$ cat src/rtl/missbuf_pkg.sv
package missbuf_pkg;

   typedef enum logic [1:0] {
      K_FILL   = 2'd0,
      K_UNC_RD = 2'd1,
      K_WRITE  = 2'd2,
      K_BAD    = 2'd3
   } req_kind_e;

   localparam int unsigned CAUSE_MISSQ = 0;
   localparam int unsigned CAUSE_WBUF  = 1;
   localparam int unsigned N_CAUSE     = 2;

   function automatic int unsigned clog2_min1(input int unsigned v);
      return (v <= 1) ? 1 : $clog2(v);
   endfunction

endpackage

$ cat src/rtl/missbuf_shaper.sv
module missbuf_shaper
   import missbuf_pkg::*;
#(
   parameter int unsigned AW        = 32,
   parameter int unsigned SW        = 8,
   parameter int unsigned BLK_BYTES = 64
) (
   input  logic [1:0]    kind,
   input  logic [AW-1:0] addr_in,
   input  logic [SW-1:0] size_in,
   output logic [AW-1:0] addr_out,
   output logic [SW-1:0] size_out,
   output logic          queue_sel,
   output logic          legal
);
   localparam int unsigned OFFW = $clog2(BLK_BYTES);

   req_kind_e       k;
   logic [AW-1:0]   aligned;

   assign k = req_kind_e'(kind);

   generate
      if (OFFW == 0) begin : g_no_align
         assign aligned = addr_in;
      end else begin : g_align
         assign aligned = {addr_in[AW-1:OFFW], {OFFW{1'b0}}};
      end
   endgenerate

   always_comb begin
      legal     = (k != K_BAD);
      queue_sel = (k == K_WRITE);
      if (k == K_FILL) begin
         addr_out = aligned;
         size_out = SW'(BLK_BYTES);
      end else begin
         addr_out = addr_in;
         size_out = size_in;
      end
   end

endmodule

$ cat src/rtl/missbuf_queue.sv
module missbuf_queue #(
   parameter int unsigned DEPTH = 4,
   parameter int unsigned AW    = 32,
   parameter int unsigned SW    = 8,
   parameter int unsigned OW    = 16,
   parameter int unsigned SLW   = 2
) (
   input  logic           clk,
   input  logic           rst_n,
   input  logic           ins_en,
   input  logic [AW-1:0]  ins_addr,
   input  logic [SW-1:0]  ins_size,
   input  logic [OW-1:0]  ins_order,
   input  logic           rel_en,
   input  logic [SLW-1:0] rel_slot,
   input  logic [SLW-1:0] rd_slot,
   output logic           full_now,
   output logic           full_next,
   output logic [SLW-1:0] ins_slot,
   output logic           rel_hit,
   output logic           rd_valid,
   output logic [AW-1:0]  rd_addr,
   output logic [SW-1:0]  rd_size,
   output logic [OW-1:0]  rd_order
);
   localparam int unsigned CW = $clog2(DEPTH + 1);

   logic [DEPTH-1:0] ent_v;
   logic [AW-1:0]    ent_addr  [DEPTH];
   logic [SW-1:0]    ent_size  [DEPTH];
   logic [OW-1:0]    ent_order [DEPTH];
   logic [CW-1:0]    occ, occ_nx;

   // lowest free slot
   always_comb begin
      ins_slot = '0;
      for (int i = DEPTH - 1; i >= 0; i--) begin
         if (!ent_v[i]) ins_slot = SLW'(i);
      end
   end

   always_comb begin
      rel_hit = 1'b0;
      for (int i = 0; i < DEPTH; i++) begin
         if (rel_en && rel_slot == SLW'(i) && ent_v[i]) rel_hit = 1'b1;
      end
   end

   always_comb begin
      rd_valid = 1'b0;
      rd_addr  = '0;
      rd_size  = '0;
      rd_order = '0;
      for (int i = 0; i < DEPTH; i++) begin
         if (rd_slot == SLW'(i)) begin
            rd_valid = ent_v[i];
            rd_addr  = ent_addr[i];
            rd_size  = ent_size[i];
            rd_order = ent_order[i];
         end
      end
   end

   assign occ_nx    = occ + CW'(ins_en) - CW'(rel_hit);
   assign full_now  = (occ == CW'(DEPTH));
   assign full_next = (occ_nx == CW'(DEPTH));

   always_ff @(posedge clk) begin
      if (!rst_n) begin
         occ <= '0;
      end else begin
         occ <= occ_nx;
      end
   end

   always_ff @(posedge clk) begin
      if (!rst_n) begin
         ent_v <= '0;
         for (int i = 0; i < DEPTH; i++) begin
            ent_addr[i]  <= '0;
            ent_size[i]  <= '0;
            ent_order[i] <= '0;
         end
      end else begin
         for (int i = 0; i < DEPTH; i++) begin
            if (ins_en && ins_slot == SLW'(i)) begin
               ent_v[i]     <= 1'b1;
               ent_addr[i]  <= ins_addr;
               ent_size[i]  <= ins_size;
               ent_order[i] <= ins_order;
            end else if (rel_hit && rel_slot == SLW'(i)) begin
               ent_v[i] <= 1'b0;
            end
         end
      end
   end

   // occupancy counter agrees with the valid bits
   p_occ_match_r11: assert property (@(posedge clk) disable iff (!rst_n)
      occ == CW'($countones(ent_v)));

   // never inserts into a full queue
   p_no_overflow_r8: assert property (@(posedge clk) disable iff (!rst_n)
      ins_en |-> !full_now);

   // a released entry is empty after the edge
   p_rel_frees_r9: assert property (@(posedge clk) disable iff (!rst_n)
      rel_hit |=> !rd_valid || rd_slot != $past(rel_slot));

endmodule

$ cat src/rtl/missbuf_alloc.sv
module missbuf_alloc
   import missbuf_pkg::*;
#(
   parameter int unsigned AW        = 32,
   parameter int unsigned SW        = 8,
   parameter int unsigned OW        = 16,
   parameter int unsigned BLK_BYTES = 64,
   parameter int unsigned MQ_DEPTH  = 4,
   parameter int unsigned WB_DEPTH  = 2,
   localparam int unsigned MAXD     = (MQ_DEPTH > WB_DEPTH) ? MQ_DEPTH : WB_DEPTH,
   localparam int unsigned SLW      = clog2_min1(MAXD)
) (
   input  logic           clk,
   input  logic           rst_n,
   input  logic           alloc_valid,
   input  logic [1:0]     alloc_kind,
   input  logic [AW-1:0]  alloc_addr,
   input  logic [SW-1:0]  alloc_size,
   input  logic           alloc_bus_req,
   input  logic           svc_valid,
   input  logic           svc_queue,
   input  logic [SLW-1:0] svc_slot,
   input  logic           rd_queue,
   input  logic [SLW-1:0] rd_slot,
   output logic           rsp_ok,
   output logic           rsp_err,
   output logic           rsp_queue,
   output logic [SLW-1:0] rsp_slot,
   output logic [OW-1:0]  rsp_order,
   output logic [AW-1:0]  rsp_addr,
   output logic [SW-1:0]  rsp_size,
   output logic [1:0]     block_set,
   output logic [1:0]     unblock,
   output logic [1:0]     bus_req,
   output logic [1:0]     q_full,
   output logic           rd_valid,
   output logic [AW-1:0]  rd_addr,
   output logic [SW-1:0]  rd_size,
   output logic [OW-1:0]  rd_order
);

   // elaboration checks
   if ((BLK_BYTES == 0) || ((BLK_BYTES & (BLK_BYTES - 1)) != 0)) begin : g_chk_blk
      $error("BLK_BYTES must be a power of two");
   end
   if (BLK_BYTES >= (1 << SW)) begin : g_chk_sw
      $error("BLK_BYTES must fit in SW bits");
   end
   if (MQ_DEPTH == 0 || WB_DEPTH == 0) begin : g_chk_depth
      $error("queue depths must be nonzero");
   end

   logic [AW-1:0]  sh_addr;
   logic [SW-1:0]  sh_size;
   logic           sh_q;
   logic           sh_legal;
   logic           accept;
   logic [OW-1:0]  ord_cnt;

   logic           full_now  [N_CAUSE];
   logic           full_next [N_CAUSE];
   logic [SLW-1:0] ins_slot  [N_CAUSE];
   logic           rel_hit   [N_CAUSE];
   logic           ins_en    [N_CAUSE];
   logic           q_rd_v    [N_CAUSE];
   logic [AW-1:0]  q_rd_a    [N_CAUSE];
   logic [SW-1:0]  q_rd_s    [N_CAUSE];
   logic [OW-1:0]  q_rd_o    [N_CAUSE];

   missbuf_shaper #(
      .AW(AW), .SW(SW), .BLK_BYTES(BLK_BYTES)
   ) shaper_i (
      .kind      (alloc_kind),
      .addr_in   (alloc_addr),
      .size_in   (alloc_size),
      .addr_out  (sh_addr),
      .size_out  (sh_size),
      .queue_sel (sh_q),
      .legal     (sh_legal)
   );

   // capacity judged on state before any same-cycle release
   assign accept = alloc_valid && sh_legal && !(sh_q ? full_now[1] : full_now[0]);

   genvar q;
   generate
      for (q = 0; q < N_CAUSE; q++) begin : g_q
         localparam int unsigned D = (q == CAUSE_MISSQ) ? MQ_DEPTH : WB_DEPTH;
         assign ins_en[q] = accept && (sh_q == q[0]);

         missbuf_queue #(
            .DEPTH(D), .AW(AW), .SW(SW), .OW(OW), .SLW(SLW)
         ) queue_i (
            .clk       (clk),
            .rst_n     (rst_n),
            .ins_en    (ins_en[q]),
            .ins_addr  (sh_addr),
            .ins_size  (sh_size),
            .ins_order (ord_cnt),
            .rel_en    (svc_valid && (svc_queue == q[0])),
            .rel_slot  (svc_slot),
            .rd_slot   (rd_slot),
            .full_now  (full_now[q]),
            .full_next (full_next[q]),
            .ins_slot  (ins_slot[q]),
            .rel_hit   (rel_hit[q]),
            .rd_valid  (q_rd_v[q]),
            .rd_addr   (q_rd_a[q]),
            .rd_size   (q_rd_s[q]),
            .rd_order  (q_rd_o[q])
         );

         always_ff @(posedge clk) begin
            if (!rst_n) begin
               block_set[q] <= 1'b0;
               unblock[q]   <= 1'b0;
               bus_req[q]   <= 1'b0;
            end else begin
               block_set[q] <= ins_en[q] && full_next[q];
               unblock[q]   <= rel_hit[q] && full_now[q] && !full_next[q];
               bus_req[q]   <= ins_en[q] && alloc_bus_req;
            end
         end

         assign q_full[q] = full_now[q];
      end
   endgenerate

   always_ff @(posedge clk) begin
      if (!rst_n) begin
         ord_cnt   <= '0;
         rsp_ok    <= 1'b0;
         rsp_err   <= 1'b0;
         rsp_queue <= 1'b0;
         rsp_slot  <= '0;
         rsp_order <= '0;
         rsp_addr  <= '0;
         rsp_size  <= '0;
      end else begin
         rsp_ok  <= accept;
         rsp_err <= alloc_valid && !accept;
         if (accept) begin
            ord_cnt   <= ord_cnt + 1'b1;
            rsp_queue <= sh_q;
            rsp_slot  <= sh_q ? ins_slot[1] : ins_slot[0];
            rsp_order <= ord_cnt;
            rsp_addr  <= sh_addr;
            rsp_size  <= sh_size;
         end
      end
   end

   assign rd_valid = rd_queue ? q_rd_v[1] : q_rd_v[0];
   assign rd_addr  = rd_queue ? q_rd_a[1] : q_rd_a[0];
   assign rd_size  = rd_queue ? q_rd_s[1] : q_rd_s[0];
   assign rd_order = rd_queue ? q_rd_o[1] : q_rd_o[0];

   // counter runs one ahead of the last stamp handed out
   p_order_step_r4: assert property (@(posedge clk) disable iff (!rst_n)
      rsp_ok |-> ord_cnt == rsp_order + 1'b1);

   // rejection leaves the order counter untouched
   p_reject_hold_r8: assert property (@(posedge clk) disable iff (!rst_n)
      rsp_err |-> $stable(ord_cnt));

   // accept and reject exclusive
   p_ok_err_excl_r8: assert property (@(posedge clk) disable iff (!rst_n)
      !(rsp_ok && rsp_err));

   // block pulse only with an accepted allocation into a now-full queue
   p_block_miss_r5: assert property (@(posedge clk) disable iff (!rst_n)
      block_set[0] |-> rsp_ok && !rsp_queue && q_full[0]);
   p_block_wbuf_r5: assert property (@(posedge clk) disable iff (!rst_n)
      block_set[1] |-> rsp_ok && rsp_queue && q_full[1]);

   // unblock only on a full to not-full transition
   p_unblock_miss_r6: assert property (@(posedge clk) disable iff (!rst_n)
      unblock[0] |-> $past(q_full[0]) && !q_full[0]);
   p_unblock_wbuf_r6: assert property (@(posedge clk) disable iff (!rst_n)
      unblock[1] |-> $past(q_full[1]) && !q_full[1]);

   // bus request only with an accepted allocation of that queue
   p_busreq_r7: assert property (@(posedge clk) disable iff (!rst_n)
      (|bus_req) |-> rsp_ok && $onehot0(bus_req) && bus_req[rsp_queue]);

endmodule

$ cat config.mk
export PLATFORM = sky130hd
export DESIGN_NAME = missbuf_alloc
export DESIGN_NICKNAME = d
export VERILOG_FILES = /design/src/rtl/missbuf_pkg.sv /design/src/rtl/missbuf_shaper.sv /design/src/rtl/missbuf_queue.sv /design/src/rtl/missbuf_alloc.sv
export SDC_FILE = /design/constraint.sdc
export NUM_CORES = 1
export LEC_CHECK = 0
export ABC_AREA = 1
export BUFFER_PORTS_ARGS = -buffer_cell sky130_fd_sc_hd__buf_2
export CORE_ASPECT_RATIO = 0.9
export CORE_MARGIN = 8
export CORE_UTILIZATION = 35
export DETAILED_ROUTE_END_ITERATION = 7
export PLACE_DENSITY = 0.58
export SKIP_LAST_GASP = 1
export SLEW_MARGIN = 20
export SYNTH_ARGS = -nofsm -noshare
export SYNTH_HDL_FRONTEND = slang
export SYNTH_HIERARCHICAL = 1
export SYNTH_SLANG_ARGS = --single-unit
$ cat constraint.sdc
create_clock -name clk -period 6.65 [get_ports clk]
set_clock_uncertainty 0.1 [all_clocks]
set_input_delay 0.665 -clock clk [delete_from_list [all_inputs] [get_ports clk]]
set_output_delay 0.665 -clock clk [all_outputs]
set_load 0.01 [all_outputs]
==> out/metrics.yaml <==
outcome: "complete, no violations"
clock_insertion_delay_worst_skew_ns: 0.59
layout_cells_sized_above_1_pct: 20.1
layout_commonest_cell: "nand2_1"
regToRegStartpoint: "g_q[0].queue_i/occ[1]$_SDFF_PN0_"
synth.yosys.warnings: 6
timing.final.hold_violations: 0
tritoncts: "built"
timing.critical_path.slowest_stage_cell: "buf_2"
global_route_wire_length_before_repair_um: 83400
r2r_cells: 11
antennaDiodeCount: 0
setup.reg_to_reg.worst_slack_ns: 3.08
dieWidth_um: 262
yosys.area.top_type_share_pct: 52.9
syn-num-nets: 1980
leakagePower_nw: 8.84
total_instance_count_after_detailed_placement: 2688
core-area_mm2: 0.0541
postCtsResizedCells: 0
buffer_ports.inserted: 178
globalRoute.totalOverflow: 0
first_global_vias: 13800
syn-cell-area_mm2: 0.0191
finalSetupViolCount: 0
pin_count: 179
number_of_nets_in_the_layout: 2094
met2_wl_post_dr_um: 25100
rsz0062_at_grt: "false"
final.setup.worst_slack_ns: 2.62
grt_antenna_before_repair: 2
die_h_um: 237
end_kind: "primary output"
total_of_hold_buffers_inserted_after_clock_tree_synthesis: 0
synth.yosys.seq_area_share_pct: 62.8
place_ws_ns: 2.50
r2r-end: "g_q[1].queue_i/ent_addr[0][16]$_DFFE_PP_"
met1Wirelength_um: 24300
netlist_top_cells_area: "edfxtp_1 (53%), dfxtp_1 (9.9%), nand2_1 (8.2%), nor2_1 (6.0%), inv_1 (4.6%)"
detailroute.via_count: 13600
postRouteAntennaNets: 0
post_synth_edffs: 336
synth_cell_type_count: 35
startpoint_of_the_lowest_slack_hold_path: "alloc_valid"
layout.core_utilization_pct: 40.3
fp.dieArea_mm2: 0.0622
avgSynthCellArea_um2: 9.93
place.gp.congestion: 0.752
ys_seq_elements: 430
crit_path_cell_trace: "buf_2, nand2_1, inv_2, buf_4, nand2_1, nand4_1, mux2_2, buf_2"
synthDominantAreaCellType: "edfxtp_1"
groute.usage.overall_pct: 17.4
top_layer_used: "met4"
met3_wirelength_from_detailed_routing_um: 3910
drt_first_iter_violations: 1112
cpPeakStageDelay_ns: 0.71
critPathRequiredTime_ns: 5.88
worst_hold_path.endpoint: "rsp_err$_SDFF_PN0_"
maxClockFrequency_mhz: 248
grt_max_degree: 75
numCtsBuffers: 49
via_per_inst: 4.90
route.final.wire_length_um: 54800
max_slew.worst_pin.slew_ns: 1.13
holdCritPathClass: "input port to register"
final_worst_path_cycle_share_pct: 60.6
most_frequent_cells_in_the_layout: "nand2_1 (411), edfxtp_1 (336), nor2_1 (302)"
clkSinkCount: 430
initial_utilization_pct: 35.2
ir_worst_vdd_mv: 0.206
wire_per_inst_um: 19.7
slew_margin_rel_pct: 24.4
drc_errors: 0
setup_tns_ns: 0
syn_inst: 1921
ys_async_rst_share_pct: 0
cts_max_path_buffers: 3
hpwl_um: 31000
power.density_mw_per_mm2: 283
critPathKind: "input port to primary output"
min_path_cells: 3
final.min_clock_period_ns: 4.03
first_pass_iters: 7
post-cts-setup-buffers: 0
timing.critical_path.from_type: "input port"
fp-row-count: 81
finalHoldWorstSlack_ns: 0.210
post_layout_nonfiller_instances: 2781
max_cap_viol_count: 0
htree_num_levels: 2
area_delta_synth_final_pct: 14.4
clk_pin_slew_worst_setup_hold_paths_ns: 0.06
clock_tree.root_cell: "clkbuf_16"
worstPathMaxFanout: 34
crit_arrival_ns: 3.27
synth_flop_cell: "edfxtp_1"
finalMaxSlewViolations: 0
## synthesized netlist by cell type, types with 2 or more instances
master and count:
a21oi_1 68, buf_1 5, buf_2 39, buf_4 30, buf_6 17, clkbuf_1 37, clkinv_1 2, dfxtp_1 94
edfxtp_1 336, ha_1 5, inv_1 233, inv_2 2, mux2_2 57, nand2_1 418, nand3_1 70, nand3_2 2
nand4_1 68, nor2_1 305, nor2_2 41, nor2_4 2, nor3_1 7, o21ai_0 13, o21ai_1 29, o21ai_2 30
## layout make-up
cell class              count  area (um^2)
inverters                 237          892
well taps                 705          882
multi-input cells        1125         5520
repair buffers            192         1040
clock inverters            31          175
fillers                  5335        32300
flip-flops and latches    430        12000
clock buffers              61         1330
## per-stage QoR
step	area [um^2]	total power [W]
3_5_place_dp	20300	0.00372
2_1_floorplan	19100	0.00349
3_3_place_gp	20200	0.00371
6_report	21800	0.00618
5_1_grt	21800	0.00641
4_1_cts	21800	0.00625
## cells by family after synthesis
| group | Yosys count | synth area share, % |
|---|---|---|
| other | 1 | 0.0197 |
| AOI/OAI and AO/OA | 143 | 4.38 |
| adders and majority gates | 6 | 0.433 |
| DFF | 430 | 62.8 |
| buffers and inverters | 366 | 8.80 |
| xor gates and xnor gates | 1 | 0.0459 |
| and+or+nand+nor | 917 | 20.2 |
| muxes | 57 | 3.37 |
## power by group
part	internal [W]	switching (W)	total [W]
clock	0.00142	0.00109	0.00252
sequential	0.00304	0.0000469	0.00309
combinational	0.000160	0.000411	0.000571
## worst max-delay path: cells and delay by family
kind                   cells  cell delay, ns
muxes                      1            0.20
buffers and inverters      4            1.92
and+or+nand+nor            3            0.43
## flip-flops by register name (all words and copies together), names as in the netlist
signal	cells
g_q.queue_i/occ	5
rsp_slot	2
g_q.queue_i/ent_order	96
rsp_addr	32
g_q.queue_i/ent_v	6
bus_req	2
block_set	2
rsp_order	16
rsp_size	8
g_q.queue_i/ent_addr	192
rsp_err	1
g_q.queue_i/ent_size	48
ord_cnt	16
unblock	2
rsp_queue	1
rsp_ok	1
## per-layer routing
metal / global-route usage, % / vias up
met5: 0 / -
met4: 5.78 / 0
met3: 3.14 / 84
met2: 28.1 / 455
met1: 23.5 / 6620
li1: - / 6472
## worst max path at each step
stage | from | to | slack, ns | cells past startpoint
floorplan | alloc_kind[1] | g_q[0].queue_i/ent_addr[3][0]$_SDFFCE_PN0P_ | 0.37 | 11
global placement | rd_slot[0] | rd_addr[24] | 2.35 | 8
finish | rd_slot[0] | rd_order[1] | 2.62 | 8
global route | rd_slot[0] | rd_order[1] | 2.50 | 8
CTS | rd_slot[0] | rd_order[1] | 2.66 | 8
detailed placement | alloc_kind[1] | g_q[1].queue_i/ent_addr[0][17]$_DFFE_PP_ | 2.50 | 12
No activity file was read; power rests on OpenSTA's default activity.
